$ cat config.mk
export PLATFORM = sky130hd
export DESIGN_NAME = slot_cache_mgr
export DESIGN_NICKNAME = d
export VERILOG_FILES = /design/src/rtl/slot_cache_pkg.sv /design/src/rtl/slot_lookup.sv /design/src/rtl/victim_picker.sv /design/src/rtl/slot_cache_mgr.sv
export SDC_FILE = /design/constraint.sdc
export NUM_CORES = 2
export LEC_CHECK = 0
export ABC_CLOCK_PERIOD_IN_PS = 57000
export BUFFER_PORTS_ARGS = -buffer_cell sky130_fd_sc_hd__buf_2
export CAP_MARGIN = 20
export CORE_ASPECT_RATIO = 1.4
export CORE_MARGIN = 8
export CORE_UTILIZATION = 35
export CTS_BUF_LIST = sky130_fd_sc_hd__clkbuf_4 sky130_fd_sc_hd__clkbuf_8
export DETAILED_ROUTE_END_ITERATION = 8
export PLACE_DENSITY = 0.5
export SYNTH_ARGS = -nofsm -noshare
export SYNTH_HDL_FRONTEND = slang
export SYNTH_SLANG_ARGS = --single-unit
$ cat constraint.sdc
create_clock -name clk -period 57 [get_ports clk]
set_input_delay 11.4 -clock clk [delete_from_list [all_inputs] [get_ports clk]]
set_output_delay 11.4 -clock clk [all_outputs]
set_load 0.05 [all_outputs]
$ cat src/rtl/slot_cache_pkg.sv
package slot_cache_pkg;
  typedef enum logic [1:0] {
    SL_FREE   = 2'd0,
    SL_ACTIVE = 2'd1,
    SL_DISC   = 2'd2
  } slot_state_e;

  typedef enum logic [1:0] {
    EV_DISC  = 2'd0,
    EV_RECON = 2'd1,
    EV_DONE  = 2'd2,
    EV_NOP   = 2'd3
  } evt_kind_e;

  typedef enum logic [1:0] {
    MG_IDLE    = 2'd0,
    MG_SAVE    = 2'd1,
    MG_RESTORE = 2'd2
  } mgr_state_e;
endpackage

$ cat src/rtl/slot_lookup.sv
module slot_lookup
  import slot_cache_pkg::*;
#(
  parameter int NUM_SLOTS = 16,
  parameter int TAG_W     = 8,
  localparam int SLOT_W   = (NUM_SLOTS > 1) ? $clog2(NUM_SLOTS) : 1,
  localparam int CNT_W    = $clog2(NUM_SLOTS + 1)
) (
  input  slot_state_e       st   [NUM_SLOTS],
  input  logic [TAG_W-1:0]  tags [NUM_SLOTS],
  input  logic [TAG_W-1:0]  key,
  output logic              hit,
  output logic [SLOT_W-1:0] hit_idx,
  output logic              free_any,
  output logic [SLOT_W-1:0] free_idx,
  output logic [CNT_W-1:0]  free_cnt
);
  // tag match over occupied slots
  always_comb begin
    hit     = 1'b0;
    hit_idx = '0;
    for (int i = 0; i < NUM_SLOTS; i++) begin
      if (st[i] != SL_FREE && tags[i] == key && !hit) begin
        hit     = 1'b1;
        hit_idx = SLOT_W'(i);
      end
    end
  end

  // lowest free index wins: scan downward so the last write is the lowest
  always_comb begin
    free_any = 1'b0;
    free_idx = '0;
    free_cnt = '0;
    for (int i = NUM_SLOTS - 1; i >= 0; i--) begin
      if (st[i] == SL_FREE) begin
        free_any = 1'b1;
        free_idx = SLOT_W'(i);
        free_cnt = free_cnt + CNT_W'(1);
      end
    end
  end
endmodule

$ cat src/rtl/victim_picker.sv
module victim_picker
  import slot_cache_pkg::*;
#(
  parameter int NUM_SLOTS = 16,
  parameter int SEQ_W     = 16,
  localparam int SLOT_W   = (NUM_SLOTS > 1) ? $clog2(NUM_SLOTS) : 1
) (
  input  slot_state_e       st     [NUM_SLOTS],
  input  logic [SEQ_W-1:0]  stamps [NUM_SLOTS],
  output logic              disc_any,
  output logic [SLOT_W-1:0] victim_idx
);
  logic [SEQ_W-1:0] best;

  // newest disconnect (largest stamp) among disconnected slots
  always_comb begin
    disc_any   = 1'b0;
    victim_idx = '0;
    best       = '0;
    for (int i = 0; i < NUM_SLOTS; i++) begin
      if (st[i] == SL_DISC && (!disc_any || stamps[i] > best)) begin
        disc_any   = 1'b1;
        best       = stamps[i];
        victim_idx = SLOT_W'(i);
      end
    end
  end
endmodule

$ cat src/rtl/slot_cache_mgr.sv
module slot_cache_mgr
  import slot_cache_pkg::*;
#(
  parameter int NUM_SLOTS = 16,
  parameter int TAG_W     = 8,
  parameter int SEQ_W     = 16,
  localparam int SLOT_W   = (NUM_SLOTS > 1) ? $clog2(NUM_SLOTS) : 1,
  localparam int CNT_W    = $clog2(NUM_SLOTS + 1)
) (
  input  logic              clk,
  input  logic              rst,
  input  logic              new_valid,
  input  logic [TAG_W-1:0]  new_tag,
  output logic              new_ready,
  input  logic              evt_valid,
  input  logic [1:0]        evt_kind,
  input  logic [TAG_W-1:0]  evt_tag,
  output logic              evt_ready,
  output logic              dma_req,
  output logic              dma_restore,
  output logic [SLOT_W-1:0] dma_slot,
  output logic [TAG_W-1:0]  dma_tag,
  input  logic              dma_ack,
  output logic              rsp_valid,
  output logic [SLOT_W-1:0] rsp_slot,
  output logic              rsp_hit,
  output logic              rsp_err,
  output logic              busy,
  output logic [CNT_W-1:0]  free_cnt
);
  localparam logic [TAG_W-1:0] NIL_TAG = {TAG_W{1'b1}};

  slot_state_e       st_q    [NUM_SLOTS];
  logic [TAG_W-1:0]  tag_q   [NUM_SLOTS];
  logic [SEQ_W-1:0]  stamp_q [NUM_SLOTS];
  logic [SEQ_W-1:0]  seq_q;
  mgr_state_e        mst_q;
  logic [TAG_W-1:0]  pend_tag_q;
  logic              pend_recon_q;

  logic              hit, free_any, disc_any;
  logic [SLOT_W-1:0] hit_idx, free_idx, victim_idx;

  slot_lookup #(.NUM_SLOTS(NUM_SLOTS), .TAG_W(TAG_W)) u_lookup (
    .st(st_q), .tags(tag_q), .key(evt_tag),
    .hit(hit), .hit_idx(hit_idx),
    .free_any(free_any), .free_idx(free_idx), .free_cnt(free_cnt)
  );

  victim_picker #(.NUM_SLOTS(NUM_SLOTS), .SEQ_W(SEQ_W)) u_victim (
    .st(st_q), .stamps(stamp_q),
    .disc_any(disc_any), .victim_idx(victim_idx)
  );

  // handshake: events win, nothing taken while a DMA is outstanding
  assign busy      = (mst_q != MG_IDLE);
  assign evt_ready = !busy;
  assign new_ready = !busy && !evt_valid;

  logic             evt_go, new_go, alloc_go, alloc_recon;
  logic [TAG_W-1:0] alloc_tag;
  evt_kind_e        kind;

  always_comb begin
    kind        = evt_kind_e'(evt_kind);
    evt_go      = evt_valid && evt_ready;
    new_go      = new_valid && new_ready;
    alloc_recon = evt_go && kind == EV_RECON && !hit;
    alloc_go    = new_go || alloc_recon;
    alloc_tag   = new_go ? new_tag : evt_tag;
  end

  always_ff @(posedge clk) begin
    if (rst) begin
      for (int i = 0; i < NUM_SLOTS; i++) begin
        st_q[i]    <= SL_FREE;
        tag_q[i]   <= '0;
        stamp_q[i] <= '0;
      end
      seq_q        <= '0;
      mst_q        <= MG_IDLE;
      pend_tag_q   <= '0;
      pend_recon_q <= 1'b0;
      dma_req      <= 1'b0;
      dma_restore  <= 1'b0;
      dma_slot     <= '0;
      dma_tag      <= '0;
      rsp_valid    <= 1'b0;
      rsp_slot     <= '0;
      rsp_hit      <= 1'b0;
      rsp_err      <= 1'b0;
    end else begin
      rsp_valid <= 1'b0;
      rsp_hit   <= 1'b0;
      rsp_err   <= 1'b0;
      case (mst_q)
        MG_IDLE: begin
          if (evt_go && kind == EV_DISC) begin
            seq_q <= seq_q + SEQ_W'(1);
            if (hit && st_q[hit_idx] == SL_ACTIVE) begin
              st_q[hit_idx]    <= SL_DISC;
              stamp_q[hit_idx] <= seq_q;
            end
          end else if (evt_go && kind == EV_DONE) begin
            if (hit) st_q[hit_idx] <= SL_FREE;
          end else if (evt_go && kind == EV_RECON && hit) begin
            st_q[hit_idx] <= SL_ACTIVE;
            rsp_valid     <= 1'b1;
            rsp_slot      <= hit_idx;
            rsp_hit       <= 1'b1;
          end
          if (alloc_go) begin
            pend_tag_q   <= alloc_tag;
            pend_recon_q <= alloc_recon;
            if (alloc_tag == NIL_TAG || (!free_any && !disc_any)) begin
              rsp_valid <= 1'b1;
              rsp_slot  <= '0;
              rsp_err   <= 1'b1;
            end else if (free_any && !alloc_recon) begin
              st_q[free_idx]  <= SL_ACTIVE;
              tag_q[free_idx] <= alloc_tag;
              rsp_valid       <= 1'b1;
              rsp_slot        <= free_idx;
            end else if (free_any) begin
              mst_q       <= MG_RESTORE;
              dma_req     <= 1'b1;
              dma_restore <= 1'b1;
              dma_slot    <= free_idx;
              dma_tag     <= alloc_tag;
            end else begin
              mst_q       <= MG_SAVE;
              dma_req     <= 1'b1;
              dma_restore <= 1'b0;
              dma_slot    <= victim_idx;
              dma_tag     <= tag_q[victim_idx];
            end
          end
        end
        MG_SAVE: begin
          if (dma_ack) begin
            if (pend_recon_q) begin
              mst_q       <= MG_RESTORE;
              dma_restore <= 1'b1;
              dma_tag     <= pend_tag_q;
            end else begin
              mst_q           <= MG_IDLE;
              dma_req         <= 1'b0;
              st_q[dma_slot]  <= SL_ACTIVE;
              tag_q[dma_slot] <= pend_tag_q;
              rsp_valid       <= 1'b1;
              rsp_slot        <= dma_slot;
            end
          end
        end
        MG_RESTORE: begin
          if (dma_ack) begin
            mst_q           <= MG_IDLE;
            dma_req         <= 1'b0;
            st_q[dma_slot]  <= SL_ACTIVE;
            tag_q[dma_slot] <= pend_tag_q;
            rsp_valid       <= 1'b1;
            rsp_slot        <= dma_slot;
          end
        end
        default: mst_q <= MG_IDLE;
      endcase
    end
  end
endmodule

Word level (Yosys, flattened, before mapping)
Index checks and enable logic that the tools add are counted.
{ "totals": {"register_bits": 464, "latch_bits": 0, "ram_bits": 0, "mem_bits_ro": 0, "in_bits": 23, "output_inout_bits": 29, "wordCells": 546, "mem_count": 0} }
{ "op_classes": {"n_addsub": 16, "n_mul": 0, "n_div": 0, "order_cmp": 22, "eq_ne": 46, "n_shift": 0, "n_mux": 219, "bitwise": 22, "reduce_logical": 161} }
{ "ops": {"columns": ["cell", "n"], "rows": [
  ["two-way mux 128 bit", 6],
  ["two-way mux 32 bit", 13],
  ["one-hot mux 128 bit (3 select lines)", 1],
  ["bitwise mux 128 bit", 2],
  ["bitwise mux 256 bit", 1],
  ["two-way mux 16 bit", 16],
  ["greater-than comparator 16 bit", 15],
  ["two-way mux 4 bit", 42],
  ["== test 8 bit", 16],
  ["one-hot mux 32 bit (3 select lines)", 1],
  ["two-way mux 8 bit", 11],
  ["two-way mux 5 bit", 15],
  ["two-way mux 1 bit", 73],
  ["adder 5 x 1 -> 5 bit, second input constant", 14],
  ["bitwise AND 16 bit", 4],
  ["demux 16 bit (select 4 bit)", 1],
  ["demux 8 bit (select 4 bit)", 2],
  ["NOT 16 bit", 4],
  ["OR 16 bit", 4],
  ["logical AND 1 bit", 60],
  ["== test 2 bit, second input constant", 18],
  ["zero test 1 bit", 36],
  ["zero test 2 bit", 18],
  ["nonzero test 2 bit", 18],
  ["other kinds (31)", 95]
]} }

Longest topological paths before layout
{ "depth": {"depth_word": 71, "depth_mapped": 199, "ltp_nobuf": 176} }

Modules after synthesis
A second synthesis with hierarchy kept.
{ "hier_totals": {"hier_cells": 4406, "hier_area_um2": 35109.9} }
{ "by_module_without_submodules": {"columns": ["mod", "instances", "cells_per_inst", "area_per_inst_um2"], "rows": [
  ["slot_cache_mgr", 1, 2475, 21345.5],
  ["victim_picker", 1, 1418, 10103.4],
  ["slot_lookup", 1, 513, 3661.0]
]} }

Worst setup path after synthesis
Ideal clock, no wire load.
{ "synth_timing": {"path_type": "flip-flop to flip-flop", "from": "register st_q[31] (netlist bit)", "to": "register dma_tag[7]", "setup_ps": 116, "t_arrival_ps": 36520, "setup_slack_ps": 20364, "path_stages_with_launch": 188, "path_buffers": 28, "cell_sequence": "dfxtp_1 > and2b_2 > clkbuf_1 > clkbuf_1 > buf_1 > nand2_1 > ha_1 > nand4_1 > nor2_1 > or4_4 > or4_1 > nand2_1 > clkbuf_1 > clkbuf_1 > nand3_1 > o21ai_0 > inv_1 > ha_1 > [152 not listed] > nor2b_1 > o21ai_0 > nand2b_1 > a21oi_1 > nor2b_1 > o21ai_0 > nand2b_1 > a21oi_1 > a21oi_1 > o21ai_0 > nand2b_1 > clkbuf_1 > or2_2 > clkbuf_2 > or3_1 > a41o_1 > a21o_1 > a41o_1"} }
{ "synth_between": {"elab_chain_len": 71, "elab_cells_between_ends": 179, "classes_between": "order compare: 15; eq/ne: 4; mux: 71; bitwise: 1; reduce/logical: 88"} }
{ "synth_lines": {"columns": ["element", "line", "source"], "rows": [
  ["start: declaration", "slot_cache_mgr.sv:33", "slot_state_e st_q [NUM_SLOTS];"],
  ["start signal: indexed assignment", "slot_cache_mgr.sv:76", "st_q[i] <= SL_FREE;"],
  ["start signal: indexed assignment", "slot_cache_mgr.sv:101", "st_q[hit_idx] <= SL_DISC;"],
  ["start signal: indexed assignment", "slot_cache_mgr.sv:105", "if (hit) st_q[hit_idx] <= SL_FREE;"],
  ["== test 2 bit", "victim_picker.sv:21", "if (st[i] == SL_DISC && (!disc_any || stamps[i] > best)) begin"],
  ["two-way mux 16 bit or two-way mux 1 bit (tied branches)", "victim_picker.sv:21", null],
  ["greater-than comparator 16 bit or zero test 1 bit (tied branches)", "victim_picker.sv:21", null],
  ["logical OR 1 bit", "victim_picker.sv:21", null],
  ["logical AND 1 bit", "victim_picker.sv:21", null],
  ["two-way mux 16 bit or two-way mux 1 bit (tied branches)", "victim_picker.sv:21", null],
  ["greater-than comparator 16 bit or zero test 1 bit (tied branches)", "victim_picker.sv:21", null],
  ["logical OR 1 bit", "victim_picker.sv:21", null],
  ["[54 not listed]", null, null],
  ["NOT 4 -> 5 bit (implied by the code)", "slot_cache_mgr.sv:135", "dma_tag <= tag_q[victim_idx];"],
  ["binary-select mux 8 bit (select 4 bit)", "slot_cache_mgr.sv:135", null],
  ["two-way mux 8 bit (implied by the code) (2 in a row)", "slot_cache_mgr.sv:135", null],
  ["two-way mux 8 bit", "slot_cache_mgr.sv:124", "end else if (free_any) begin"],
  ["two-way mux 8 bit", "slot_cache_mgr.sv:119", "end else if (free_any && !alloc_recon) begin"],
  ["two-way mux 8 bit", "slot_cache_mgr.sv:115", "if (alloc_tag == NIL_TAG || (!free_any && !disc_any)) begin"],
  ["two-way mux 8 bit", "slot_cache_mgr.sv:112", "if (alloc_go) begin"],
  ["one-hot mux 8 bit (2 select lines)", "slot_cache_mgr.sv:96", "case (mst_q)"],
  ["end signal: assignment", "slot_cache_mgr.sv:129", "dma_tag <= alloc_tag;"],
  ["end signal: assignment", "slot_cache_mgr.sv:135", null],
  ["end signal: assignment", "slot_cache_mgr.sv:144", "dma_tag <= pend_tag_q;"],
  ["end: declaration", "slot_cache_mgr.sv:22", "output logic [TAG_W-1:0] dma_tag,"]
]} }
Parallel ways exist; a longest one is shown, timed or not. The select of a mux whose other input is x is not followed.
A chain may end at the register's enable or synchronous reset.

Worst setup path after layout
{ "layout_timing": {"from": "register st_q[31] (netlist bit)", "to": "register dma_tag[6]"} }
The elaborated chain is that of the path after synthesis.

==> flow_metrics.tcl <==
set metrics [dict create \
    clkTransAtPathRegs_ps 70 \
    grt_usage 0.242 \
    final-max-slew-violation-count 0 \
    cts_tree "yes" \
    avgViaCountPerCell 5.75 \
    cp.required_ps 57640 \
    fin_crit_sh 0.710 \
    post-synth-top-area-fraction 0.279 \
    die_area_mm2 0.105 \
    drc_errors 0 \
    synth_edf_count 0 \
    rsz0062_at_grt "no" \
    cp_common_cell "a21oi_1" \
    synthToLayoutAreaGrowth_pct 10.1 \
    hold_class "reg -> reg" \
    grt_pass1_vias 30900 \
    htree_num_levels 3 \
    synthArstFlopShare 0 \
    slew_headroom 0.209 \
    p_per_area_mw_per_mm2 61.3 \
    synth_area_mm2 0.0333 \
    vias 31400 \
    dr.pass1.iters 6 \
    synth_flop_cell "dfxtp_1" \
    die_h_um 381 \
    setup_tns_ps 0 \
    utilization 0.387 \
    core_area_mm2 0.0947 \
    synth_area_leaders "dfxtp_1, mux2i_1, ha_1, nor2_1, a21oi_1" \
    clk_latency_ps 790 \
    yosys_warnings 0 \
    hold_viol 0 \
    cts_resized 0 \
    io_buffers 51 \
    io_pins 52 \
    fp-row-count 134 \
    max_stage_delay_ps 880 \
    fin_nets 4442 \
    synth_area_per_cell_um2 7.85 \
    drt-total-wl_um 132000 \
    cts_num_sinks 464 \
    criticalPathCategory "reg -> reg" \
    fin_crit_ps 40480 \
    cts_setup_buffers 0 \
    ctsLongestPathBuffers 3 \
    routabilityCongestion 0.932 \
    synth_cell_types 105 \
    layout-drive-gt1-share 0.0986 \
    antenna_violating_nets_post_route 0 \
    synthesis.nets 4514 \
    ys_ff_latch 464 \
    grt-ovfl-total 0 \
    tightest_slew_ps 1180 \
    fillers 9833 \
    grt_pass1_wl_um 196000 \
    p_total_mw 2.24 \
    end_kind "register" \
    initial_utilization 0.351 \
    synth.largest_area_cell "dfxtp_1" \
    cp.arrival_ps 41120 \
    grt_max_degree 96 \
    finClkSkew_ps 45.9 \
    cp_slowest_cell "nor2b_1" \
    die_x_um 277 \
    hpwl_um 94000 \
    p_leak_nw 15.2 \
    clock.fmax_ghz 0.0247 \
    maxCapViolCount 0 \
    startpoint_type "register" \
    yosysSeqAreaShare 0.279 \
    outcome "complete, no violations" \
    drt_iter0_drc 2425 \
    max-vdd-ir-drop_uv 497 \
    cts_root_buf "clkbuf_8" \
    cts_buffers 83 \
    setup_violations 0 \
    routedWlPerCell_um 24.2 \
    worstPathMaxFanout 33 \
    antenna_found_initial 6 \
    syn_inst 4237 \
    cts_hold_buf 0 \
]
-- worst max-delay path, delay by kind of cell (launching register included) --
kind / cells / cell delay, ps
muxes: 10 / 3340
DFF: 1 / 430
AOI/OAI and AO/OA: 85 / 18090
adders and majority gates: 15 / 4470
and+or+nand+nor: 49 / 11140
buffers and inverters: 15 / 2790
-- worst paths after layout --
check	startpoint	end	slack, ps	depth (start not counted)
setup / recovery	st_q[31]	dma_tag[6]	16520	174
setup reg to reg	st_q[31]	dma_tag[6]	16520	174
hold reg to reg	stamp_q[35]	stamp_q[35]	480	2
hold / removal	stamp_q[35]	stamp_q[35]	480	2
-- report_power, final --
group	internal (mW)	switching, mW	total (mW)	leakage (nW)
registers	0.331	0.00874	0.340	3.75
logic	0.505	1.01	1.51	10.4
clock network	0.227	0.162	0.389	1.06
-- layout make-up --
cell class | instances | area [µm²] | share of cell area
sequential | 464 | 9300 | 0.254
inverter | 226 | 848 | 0.0232
tap | 1224 | 1530 | 0.0418
multi-input combinational | 3272 | 22100 | 0.603
clock inverter | 25 | 434 | 0.0119
antenna | 4 | 10.0 | 0.000273
clock buffer | 125 | 1570 | 0.0429
timing repair buffer | 118 | 847 | 0.0231
-- through the flow --
stage / setup slack (ps) / cells / hold WS (ps) / instance area (µm²)
after global routing: 12850 / 5456 / 500 / 36600
final: 16520 / 5458 / 476 / 36600
after detailed placement: 16590 / 5296 / 466 / 34500
after floorplan: 20360 / 4237 / 432 / 33300
after global placement: 16790 / 5294 / 456 / 34400
after CTS: 16540 / 5446 / 475 / 36500
-- layer usage --
metal	track usage	share of wire
met4	0.154	0.072
met1	0.263	0.38
met2	0.435	0.49
met3	0.0389	0.050
met5	0	0
-- registers in the layout (all words and copies together) (netlist names), 4 cells and up --
register	flops
dma_slot	4
dma_tag	8
pend_tag_q	8
rsp_slot	4
seq_q	16
st_q	32
stamp_q	256
tag_q	128
-- Yosys cell counts (20+ instances only) --
library cell	number
o21ai_0	236
nand4_1	59
buf_2	31
o221ai_1	131
inv_1	226
buf_1	28
clkbuf_1	205
nor2_1	626
nand3_1	126
mux2i_1	355
ha_1	254
a21o_1	50
nor4_1	29
mux2_2	68
xor2_1	75
a211oi_1	36
xnor2_1	112
nor2b_1	43
nor3_1	62
a21oi_1	312
nand2_1	297
dfxtp_1	464
a31oi_1	25
or3_1	25
or2_2	20
nand2b_1	39
-- kinds of logic after synthesis --
kind of cell             Yosys count  synth area share
flip-flops                       464             0.279
XOR/XNOR                         187            0.0492
AND/OR/NAND/NOR                 1423             0.195
adder cells (fa/ha/maj)          255            0.0959
buffers and inverters            501            0.0591
multiplexers                     427             0.131
AO/OA/AOI/OAI                    980             0.190
-- cells in the final DEF (no fill, tap or decap), drive strengths merged, types with 20 or more instances in the layout --
cell type  synthesis  final
nor2             629    629
dfxtp            464    464
mux2i            356    356
a21oi            314    314
nand2            299    299
ha               254    254
o21ai            249    249
inv              226    232
o221ai           131    131
nand3            127    127
clkbuf           207    125
buf               68    118
xnor2            112    112
xor2              75     75
mux2              71     71
nor3              63     63
nand4             59     59
a21o              50     50
nor2b             43     43
nand2b            40     40
a211oi            38     38
nor4              29     29
or3               27     27
a31oi             26     26
or2               23     23
o21a              20     20
Note: power is estimated with default switching activity, not from simulation.
